--- config.mk ---
export PLATFORM = sky130hd
export DESIGN_NAME = dual_conv_sync
export DESIGN_NICKNAME = d
export VERILOG_FILES = /design/src/rtl/dcs_pkg.sv /design/src/rtl/dcs_trig_edge.sv /design/src/rtl/dcs_pair_seq.sv /design/src/rtl/dual_conv_sync.sv
export SDC_FILE = /design/constraint.sdc
export NUM_CORES = 1
export LEC_CHECK = 0
export ABC_AREA = 1
export CAP_MARGIN = 30
export CORE_MARGIN = 2
export CORE_UTILIZATION = 35
export DETAILED_ROUTE_END_ITERATION = 10
export PLACE_DENSITY = 0.66
export SLEW_MARGIN = 20
export SYNTH_ARGS = -nofsm -noshare
export SYNTH_HDL_FRONTEND = slang
export SYNTH_SLANG_ARGS = --single-unit
export TNS_END_PERCENT = 10
--- constraint.sdc ---
create_clock -name clk -period 2.62 [get_ports clk]
set_input_delay 0.262 -clock clk [delete_from_list [all_inputs] [get_ports clk]]
set_output_delay 0.262 -clock clk [all_outputs]
set_load 0.005 [all_outputs]
--- src/rtl/dcs_pkg.sv ---
`timescale 1ns/1ps
package dcs_pkg;
  typedef enum logic {
    MODE_FREE = 1'b0,
    MODE_PAR  = 1'b1
  } sync_mode_e;

  typedef enum logic [1:0] {
    S_IDLE = 2'd0,
    S_CONV = 2'd1,
    S_XFER = 2'd2
  } pair_state_e;
endpackage

--- src/rtl/dcs_trig_edge.sv ---
`timescale 1ns/1ps
module dcs_trig_edge #(
  parameter int N_TRIG = 8,
  localparam int SEL_W = $clog2(N_TRIG)
) (
  input  logic              clk,
  input  logic              rst_n,
  input  logic [N_TRIG-1:0] trig_in,
  input  logic [SEL_W-1:0]  sel,
  output logic              rise
);
  // previous level kept per line, so a select change alone is no event
  logic [N_TRIG-1:0] prev_q;

  always_ff @(posedge clk or negedge rst_n) begin
    if (!rst_n) prev_q <= '0;
    else        prev_q <= trig_in;
  end

  assign rise = trig_in[sel] & ~prev_q[sel];
endmodule

--- src/rtl/dcs_pair_seq.sv ---
`timescale 1ns/1ps
module dcs_pair_seq
  import dcs_pkg::*;
#(
  parameter int DATA_W = 16,
  localparam int WORD_W = 2 * DATA_W
) (
  input  logic              clk,
  input  logic              rst_n,
  input  logic              mode_par,
  input  logic              rise_m,
  input  logic              mst_done,
  input  logic              slv_done,
  input  logic [DATA_W-1:0] mst_data,
  input  logic [DATA_W-1:0] slv_data,
  input  logic              eoc_clr,
  input  logic              dma_ready,
  output logic              launch,
  output logic              dma_valid,
  output logic [WORD_W-1:0] dma_data,
  output logic              eoc_flag
);
  pair_state_e       state;
  logic              m_got, s_got;
  logic [DATA_W-1:0] m_buf, s_buf;
  logic              m_fin, s_fin, complete;

  assign launch   = (state == S_IDLE) && mode_par && rise_m;
  assign m_fin    = m_got | mst_done;
  assign s_fin    = s_got | slv_done;
  assign complete = (state == S_CONV) && m_fin && s_fin;

  always_ff @(posedge clk or negedge rst_n) begin
    if (!rst_n) begin
      state     <= S_IDLE;
      m_got     <= 1'b0;
      s_got     <= 1'b0;
      m_buf     <= '0;
      s_buf     <= '0;
      dma_valid <= 1'b0;
      dma_data  <= '0;
    end else begin
      case (state)
        S_IDLE: begin
          if (launch) begin
            state <= S_CONV;
            m_got <= 1'b0;
            s_got <= 1'b0;
          end
        end
        S_CONV: begin
          if (mst_done && !m_got) begin
            m_got <= 1'b1;
            m_buf <= mst_data;
          end
          if (slv_done && !s_got) begin
            s_got <= 1'b1;
            s_buf <= slv_data;
          end
          if (complete) begin
            // slave in the upper half, master in the lower half
            dma_data  <= {(s_got ? s_buf : slv_data), (m_got ? m_buf : mst_data)};
            dma_valid <= 1'b1;
            state     <= S_XFER;
          end
        end
        S_XFER: begin
          if (dma_ready) begin
            dma_valid <= 1'b0;
            state     <= S_IDLE;
          end
        end
        default: state <= S_IDLE;
      endcase
    end
  end

  always_ff @(posedge clk or negedge rst_n) begin
    if (!rst_n)        eoc_flag <= 1'b0;
    else if (complete) eoc_flag <= 1'b1;
    else if (eoc_clr)  eoc_flag <= 1'b0;
  end

  // stream word held under back-pressure
  p_dma_hold_r7: assert property (@(posedge clk) disable iff (!rst_n)
    (dma_valid && !dma_ready) |=> (dma_valid && $stable(dma_data)));

  // a new word always comes with the combined flag
  p_word_flag_r5: assert property (@(posedge clk) disable iff (!rst_n)
    $rose(dma_valid) |-> eoc_flag);
endmodule

--- src/rtl/dual_conv_sync.sv ---
`timescale 1ns/1ps
module dual_conv_sync
  import dcs_pkg::*;
#(
  parameter int N_TRIG = 8,
  parameter int DATA_W = 16,
  parameter int SAMP_W = 3,
  parameter int CHAN_W = 5,
  localparam int SEL_W  = $clog2(N_TRIG),
  localparam int WORD_W = 2 * DATA_W
) (
  input  logic              clk,
  input  logic              rst_n,
  input  logic              mode_par,
  input  logic [SEL_W-1:0]  mst_sel,
  input  logic [SEL_W-1:0]  slv_sel,
  input  logic [N_TRIG-1:0] trig_in,
  input  logic [SAMP_W-1:0] mst_samp,
  input  logic [SAMP_W-1:0] slv_samp,
  input  logic [CHAN_W-1:0] mst_chan,
  input  logic [CHAN_W-1:0] slv_chan,
  input  logic              mst_ie,
  input  logic              slv_ie,
  input  logic              eoc_clr,
  output logic              mst_start,
  output logic              slv_start,
  input  logic              mst_done,
  input  logic              slv_done,
  input  logic [DATA_W-1:0] mst_data,
  input  logic [DATA_W-1:0] slv_data,
  output logic [DATA_W-1:0] mst_rdata,
  output logic [DATA_W-1:0] slv_rdata,
  output logic              mst_eoc,
  output logic              slv_eoc,
  output logic              dma_valid,
  input  logic              dma_ready,
  output logic [WORD_W-1:0] dma_data,
  output logic              eoc_flag,
  output logic              irq,
  output logic              cfg_err
);
  logic [1:0][SEL_W-1:0] sel_vec;
  logic [1:0]            rise;
  logic                  launch;
  sync_mode_e            mode;

  assign mode    = sync_mode_e'(mode_par);
  assign sel_vec = {slv_sel, mst_sel};

  // one edge detector per converter: index 0 master, 1 slave
  for (genvar g = 0; g < 2; g++) begin : g_edge
    dcs_trig_edge #(.N_TRIG(N_TRIG)) u_edge (
      .clk    (clk),
      .rst_n  (rst_n),
      .trig_in(trig_in),
      .sel    (sel_vec[g]),
      .rise   (rise[g])
    );
  end

  dcs_pair_seq #(.DATA_W(DATA_W)) u_seq (
    .clk      (clk),
    .rst_n    (rst_n),
    .mode_par (mode_par),
    .rise_m   (rise[0]),
    .mst_done (mst_done),
    .slv_done (slv_done),
    .mst_data (mst_data),
    .slv_data (slv_data),
    .eoc_clr  (eoc_clr),
    .dma_ready(dma_ready),
    .launch   (launch),
    .dma_valid(dma_valid),
    .dma_data (dma_data),
    .eoc_flag (eoc_flag)
  );

  always_ff @(posedge clk or negedge rst_n) begin
    if (!rst_n) begin
      mst_start <= 1'b0;
      slv_start <= 1'b0;
      mst_eoc   <= 1'b0;
      slv_eoc   <= 1'b0;
      mst_rdata <= '0;
      slv_rdata <= '0;
    end else begin
      if (mode == MODE_PAR) begin
        mst_start <= launch;
        slv_start <= launch;
      end else begin
        mst_start <= rise[0];
        slv_start <= rise[1];
      end
      mst_eoc <= (mode == MODE_FREE) && mst_done;
      slv_eoc <= (mode == MODE_FREE) && slv_done;
      if (mst_done) mst_rdata <= mst_data;
      if (slv_done) slv_rdata <= slv_data;
    end
  end

  assign irq     = eoc_flag & (mst_ie | slv_ie);
  assign cfg_err = (mode == MODE_PAR) && ((mst_samp != slv_samp) || (mst_chan == slv_chan));

  // parallel launch reaches both converters together
  p_same_start_r3: assert property (@(posedge clk) disable iff (!rst_n)
    (mst_start && $past(mode_par)) |-> slv_start);

  // no launch while a packed word waits
  p_no_start_xfer_r4: assert property (@(posedge clk) disable iff (!rst_n)
    (dma_valid && mode_par) |=> !mst_start);

  // interrupt only with the sticky flag
  p_irq_flag_r8: assert property (@(posedge clk) disable iff (!rst_n)
    irq |-> eoc_flag);
endmodule

Word-level counts from Yosys, hierarchy flattened

Index checks and enable logic that the tools add are counted.

Mux-type cells: 26
Order comparisons: 2
Equality and inequality tests: 9
Reduce and logical (&&, ||, !) cells: 23
Bitwise logic cells: 9

Operator list:

| kind                                                                   | number |
|---|---|
| 16-bit 2-to-1 mux                                                      | 2 |
| 1-bit 2-to-1 mux                                                       | 13 |
| 1-bit binary-select mux with 3-bit select                              | 4 |
| 3-bit AND reduction                                                    | 4 |
| 1-bit logical AND                                                      | 9 |
| 3-bit by 4-bit < comparator with 1-bit output (second input constant)  | 2 |
| 2-bit != test (second input constant)                                  | 4 |
| 2-bit 2-to-1 mux                                                       | 3 |
| 1-bit case mux with 2 select lines                                     | 3 |
| 2-bit case mux with 3 select lines                                     | 1 |
| 2-bit AND reduction                                                    | 3 |
| 2-bit nonzero test                                                     | 3 |
| 5-bit equality test                                                    | 1 |
| 1-bit bitwise AND                                                      | 3 |
| 3-bit != test                                                          | 1 |
| 1-bit NOT                                                              | 3 |
| 1-bit bitwise OR                                                       | 3 |
| 2-bit by 1-bit equality test with 1-bit output (second input constant) | 1 |
| 2-bit equality test (second input constant)                            | 1 |
| 1-bit zero test                                                        | 2 |
| 2-bit zero test                                                        | 1 |
| 2-bit by 1-bit != test with 1-bit output (second input constant)       | 1 |
| 1-bit logical OR                                                       | 1 |

Word-level logic and storage cells: 84
Register bits after elaboration: 114
Output and inout bits: 72
Bits of input ports: 71

Logic depth before layout (Yosys ltp)

Depth in word-level cells: 7
Mapped depth: 8
Depth with buffers taken out: 8

By module

A second synthesis with hierarchy kept.

Cells, all modules: 657
Area, all modules: 5411.4 um2

By module, submodules not included:

| module         | sequential area each (um2) | instances | cells an instance | area an instance (um2) |
|---|---|---|---|---|
| dcs_pair_seq   | 1751.7                     | 1         | 412               | 3279.4 |
| dual_conv_sync | 900.9                      | 1         | 179               | 1508.9 |
| dcs_trig_edge  | 200.2                      | 2         | 33                | 311.5 |

Worst setup path before layout

Ideal clock, no wire load.

Kind: register -> register
From: register u_seq.state[1]
To: register u_seq.dma_data[11]
Data arrival time: 1031 ps
Setup slack: 1465 ps
Stages on the path, launching flop included: 8
Data required time: 2497 ps
Clock period less this slack: 1155 ps
Library setup time: 123 ps
Buffers on the path: 1
Cells stage by stage: dfrtp_1 -> inv_1 -> nand2_1 -> a21oi_2 -> o21ai_4 -> buf_2 -> nand2_1 -> o21ai_1

Word-level cells in the longest chain between the ends: 4

Ends and longest elaborated chain:

| what                                             | line                                   | source |
|---|---|---|
| from (decl)                                      | dcs_pair_seq.sv:23                     | `pair_state_e state;` |
| from (signal assigned)                           | dcs_pair_seq.sv:35                     | `state <= S_IDLE;` |
| from (signal assigned)                           | dcs_pair_seq.sv:46                     | `state <= S_CONV;` |
| from (signal assigned)                           | dcs_pair_seq.sv:64                     | `state <= S_XFER;` |
| 2-bit by 1-bit equality test with 1-bit output * | dcs_pair_seq.sv:31, dcs_pair_seq.sv:43 |  |
| 1-bit logical AND (2 in a row)                   | dcs_pair_seq.sv:31                     | `assign complete = (state == S_CONV) && m_fin && s_fin;` |
| 2-bit AND reduction (no line) *                  | -                                      |  |
| to (signal assigned)                             | dcs_pair_seq.sv:62                     | `dma_data <= {(s_got ? s_buf : slv_data), (m_got ? m_buf : mst_data)};` |
| to (decl)                                        | dcs_pair_seq.sv:20                     | `output logic [WORD_W-1:0] dma_data,` |

Every way passes the cells marked *; elsewhere a longest branch is shown, timed or not.
A chain may end at the register's enable or synchronous reset.

Worst setup path after layout

From: input slv_chan[0]
To: output cfg_err

Word-level cells in the longest chain between the ends: 3

Ends and longest elaborated chain:

| what                | line                  | source |
|---|---|---|
| from (decl)         | dual_conv_sync.sv:21  | `input logic [CHAN_W-1:0] slv_chan,` |
| 5-bit equality test | dual_conv_sync.sv:102 | `assign cfg_err = (mode == MODE_PAR) && ((mst_samp != slv_samp) \|\| (mst_chan == slv_chan));` |
| 1-bit logical OR    | dual_conv_sync.sv:102 |  |
| 1-bit logical AND   | dual_conv_sync.sv:102 |  |
| to (decl)           | dual_conv_sync.sv:40  | `output logic cfg_err` |

No other way between the ends.

==> results by group <==
Route
  • Met3 wire len: roughly 850 um
  • Routed wire per std cell: between 10 and 15 um
  • TritonRoute pass-1 iters: 4
  • Uppermost layer routed: met4
  • DRC: 0
  • Initial DRC Count: 317
  • DRT met1 WL: 4884 um
  • Met2 WL: roughly 5700 um
  • Routed WL: ~12,000 um
  • Routed vias: 4,068
  • DRT antenna net count: 0
  • Vias/cell: about 4.6

Layout
  • Layout cells sized above 1: between 6 and 7%
  • Synthesis-to-layout area growth: 46.72%
  • Cell Count, Final, Fillers Out: a little under 900
  • Number of diodes: 0
  • Nets: approximately 760
  • Fillers: roughly 1,200

Global routing
  • Global-route total usage across every layer: roughly 17%
  • Vias in the first global route: 4,124
  • Largest net degree at the start of global routing: 60
  • Initial antenna violation count: 0
  • First-pass GRT wire length: 19,540 um
  • Grt ovf: 0

CTS
  • Root Buffer: clkbuf_16
  • Post-cts repair resize count: 0
  • Worst-path clk slew: approximately 50 ps
  • Clock tree from TritonCTS: built
  • Clk sink count: around 110
  • H-tree depth: 4
  • TritonCTS buffer count: 17
  • Clock Latency Late Sink: between 400 and 500 ps
  • Buffer depth of the longest clock path: 2

Yosys
  • Seq/Total Area, Yosys: roughly three fifths
  • Flip-flop and latch count after synthesis: approximately 110
  • Main combinational cell family by area after synthesis: simple AND/OR/NAND/NOR gates
  • Mux cell area share after synthesis: 0%
  • Post-Syn Area: between 4000 and 5000 sq um
  • Post-synthesis xor/xnor area fraction: ~1.3%
  • Syn_nets: a little over 600
  • Cell variety after synth: 20
  • Yosys Warn Count: 0
  • Synth Area per Inst: roughly 8.7 sq um
  • Simple-gate share of the synthesized area: between 10% and 20%
  • Post-Syn Instances: roughly 540
  • Post-Synth Adder-Cell Area: 0%
  • Compound-Gate Fraction of Synth Area: 13.64%

STA
  • Hold slack: approximately 320 ps
  • Setup_tns: 0 ps
  • Worst slew margin: between 40% and 50%
  • RSZ-0062 raised after global routing: false
  • Final setup viols: 0
  • Worst Max-Slew Pin Slew: around 770 ps
  • Fin crit share: around three quarters
  • Clock Skews: approximately 5.6 ps
  • Fmax: between 500 and 600 MHz
  • Count of pins over their slew limit: 0
  • Min cycle time layout: approximately 2000 ps
  • Final hold violations: 0

Min path
  • Hold Crit Depth: 1
  • WHS Endpoint: g_edge[1].u_edge.prev_q[7]
  • HP Class: in2reg
  • Hold path startpoint: trig_in[7]

Worst setup path
  • Crit Path Category: in2out
  • Worst r2r src: u_seq.state[1]
  • Setup crit start kind: primary input
  • Worst Setup End Kind: output port
  • Worst R2R Setup Slack: between 1000 and 1500 ps
  • Required @ worst endpoint: around 2400 ps
  • CP arrival: about 1700 ps
  • Worst R2R End: u_seq.m_buf[8]
  • Critical path peak fanout: 1
  • FF-to-FF path depth: 5

Run
  • Max-cap violations: 0

Power
  • Final Power: between 6000 and 7000 uW
  • Power density over cell area: 991.0 nW/um^2
  • Static Leak: 0.003298 uW
  • Peak supply drop: approximately 0.00045 V

Outcome
  • Status: complete, no violations

Placement
  • Placer Congestion: 0.7911
  • Post-DP HPWL: between 8000 and 9000 um
  • # placed instances: between 800 and 900
  • # port buffers: 142

Floorplan
  • Die area: 14,410 sq um
  • Io pins: between 100 and 150
  • Std-Cell Rows: 42
  • Starting density of the core: a little over a third
  • Die span in x: 120.0 um
  • Core footprint: approximately 13,000 sq um
  • Die Y-Extent: about 120 um
-- how the worst max path moves through the flow --
stage                              start                 end  slack [ps]  cells past startpoint
after floorplan           u_seq.state[1]  u_seq.dma_data[11]        1470                      7
after global placement       slv_chan[0]             cfg_err         630                      6
after detailed placement     slv_chan[0]             cfg_err         640                      6
after CTS                    slv_chan[0]             cfg_err         630                      6
after global routing         mst_chan[0]             cfg_err         550                      6
final                        slv_chan[0]             cfg_err         640                      6
-- metal layers --
metal  global-route usage [%]  vias to the layer above
met4                    7.353                        0
met2                    29.62                      148
met5                        0                        -
li1                         -                     2009
met1                    20.09                     1889
met3                    5.846                       22
-- timing repair --
| action | 4_1_cts | 5_1_grt |
|---|---|---|
| hold buffers | 1 | 0 |
| buffers inserted | 0 | 0 |
| endpoints found under the hold margin | 55 | 0 |
-- kinds of logic after synthesis --
logic type,count (synthesis)
AO/OA/AOI/OAI,125
XOR/XNOR,7
buffers and inverters,80
flip-flops,114
AND/OR/NAND/NOR,215
-- sequential cells by signal (all words and copies together) (netlist names) --
name and count:
u_seq.s_buf 16, slv_eoc 1, u_seq.dma_valid 1, mst_start 1
mst_rdata 16, mst_eoc 1, u_seq.eoc_flag 1, u_seq.m_buf 16
g_edge.u_edge.prev_q 8, u_seq.m_got 1, u_seq.dma_data 32, slv_rdata 16
u_seq.s_got 1, u_seq.state 2, slv_start 1
-- cell usage in the layout (no fill, tap or decap), types with 4 or more instances in the layout --
cell type,instances
nand2_1,187
clkdlybuf4s50_1,141
dfrtp_1,114
o21ai_0,97
inv_1,53
o21ai_1,24
clkbuf_16,17
nand3_1,14
buf_4,11
nor2_1,10
xor2_1,6
clkinv_2,6
clkbuf_8,4
-- synthesized netlist by cell type, drive strengths merged --
master | instances | area (sq um)
dfrtp | 114 | 2853
nand3 | 15 | 80.08
inv | 55 | 209.0
clkbuf | 12 | 45.04
o31ai | 1 | 7.510
xnor2 | 1 | 8.760
buf | 13 | 67.57
o21ai | 122 | 621.9
a21oi | 2 | 13.76
nor3 | 3 | 15.01
nor2 | 10 | 37.54
xor2 | 6 | 52.55
nand2 | 187 | 701.9
-- per-stage QoR --
stage	cell area, sq um	worst slack [ps]	util, %
after global placement	6315	633.5	47.88
after floorplan	4713	1465	-
after CTS	6915	629.0	52.43
after global routing	6915	552.3	52.43
final	6915	638.9	52.43
after detailed placement	6315	636.8	47.88
-- layout make-up --
cell class,count,area (sq um),share of cell area (%)
flip-flops and latches,114,2853,41.25
inverters,55,209.0,3.022
multi-input cells,347,1539,22.25
clock inverters,10,106.4,1.538
clock buffers,22,484.2,7.002
well taps,176,220.2,3.184
repair buffers,153,1504,21.75
-- report_power, final --
group | leakage (uW) | internal, uW | switching, uW
sequential | 0.00141 | 2320 | 288
combinational | 0.00159 | 995 | 994
clock | 0.000295 | 1490 | 769
total | 0.00330 | 4800 | 2050
-- worst max-delay path, cell delays in order --
cell	delay [ps]
clkdlybuf4s50_1	410
xor2_1	160
nor3_1	120
nand3_1	100
a21oi_1	150
clkdlybuf4s50_1	520
(Power assumes the default switching activity.)
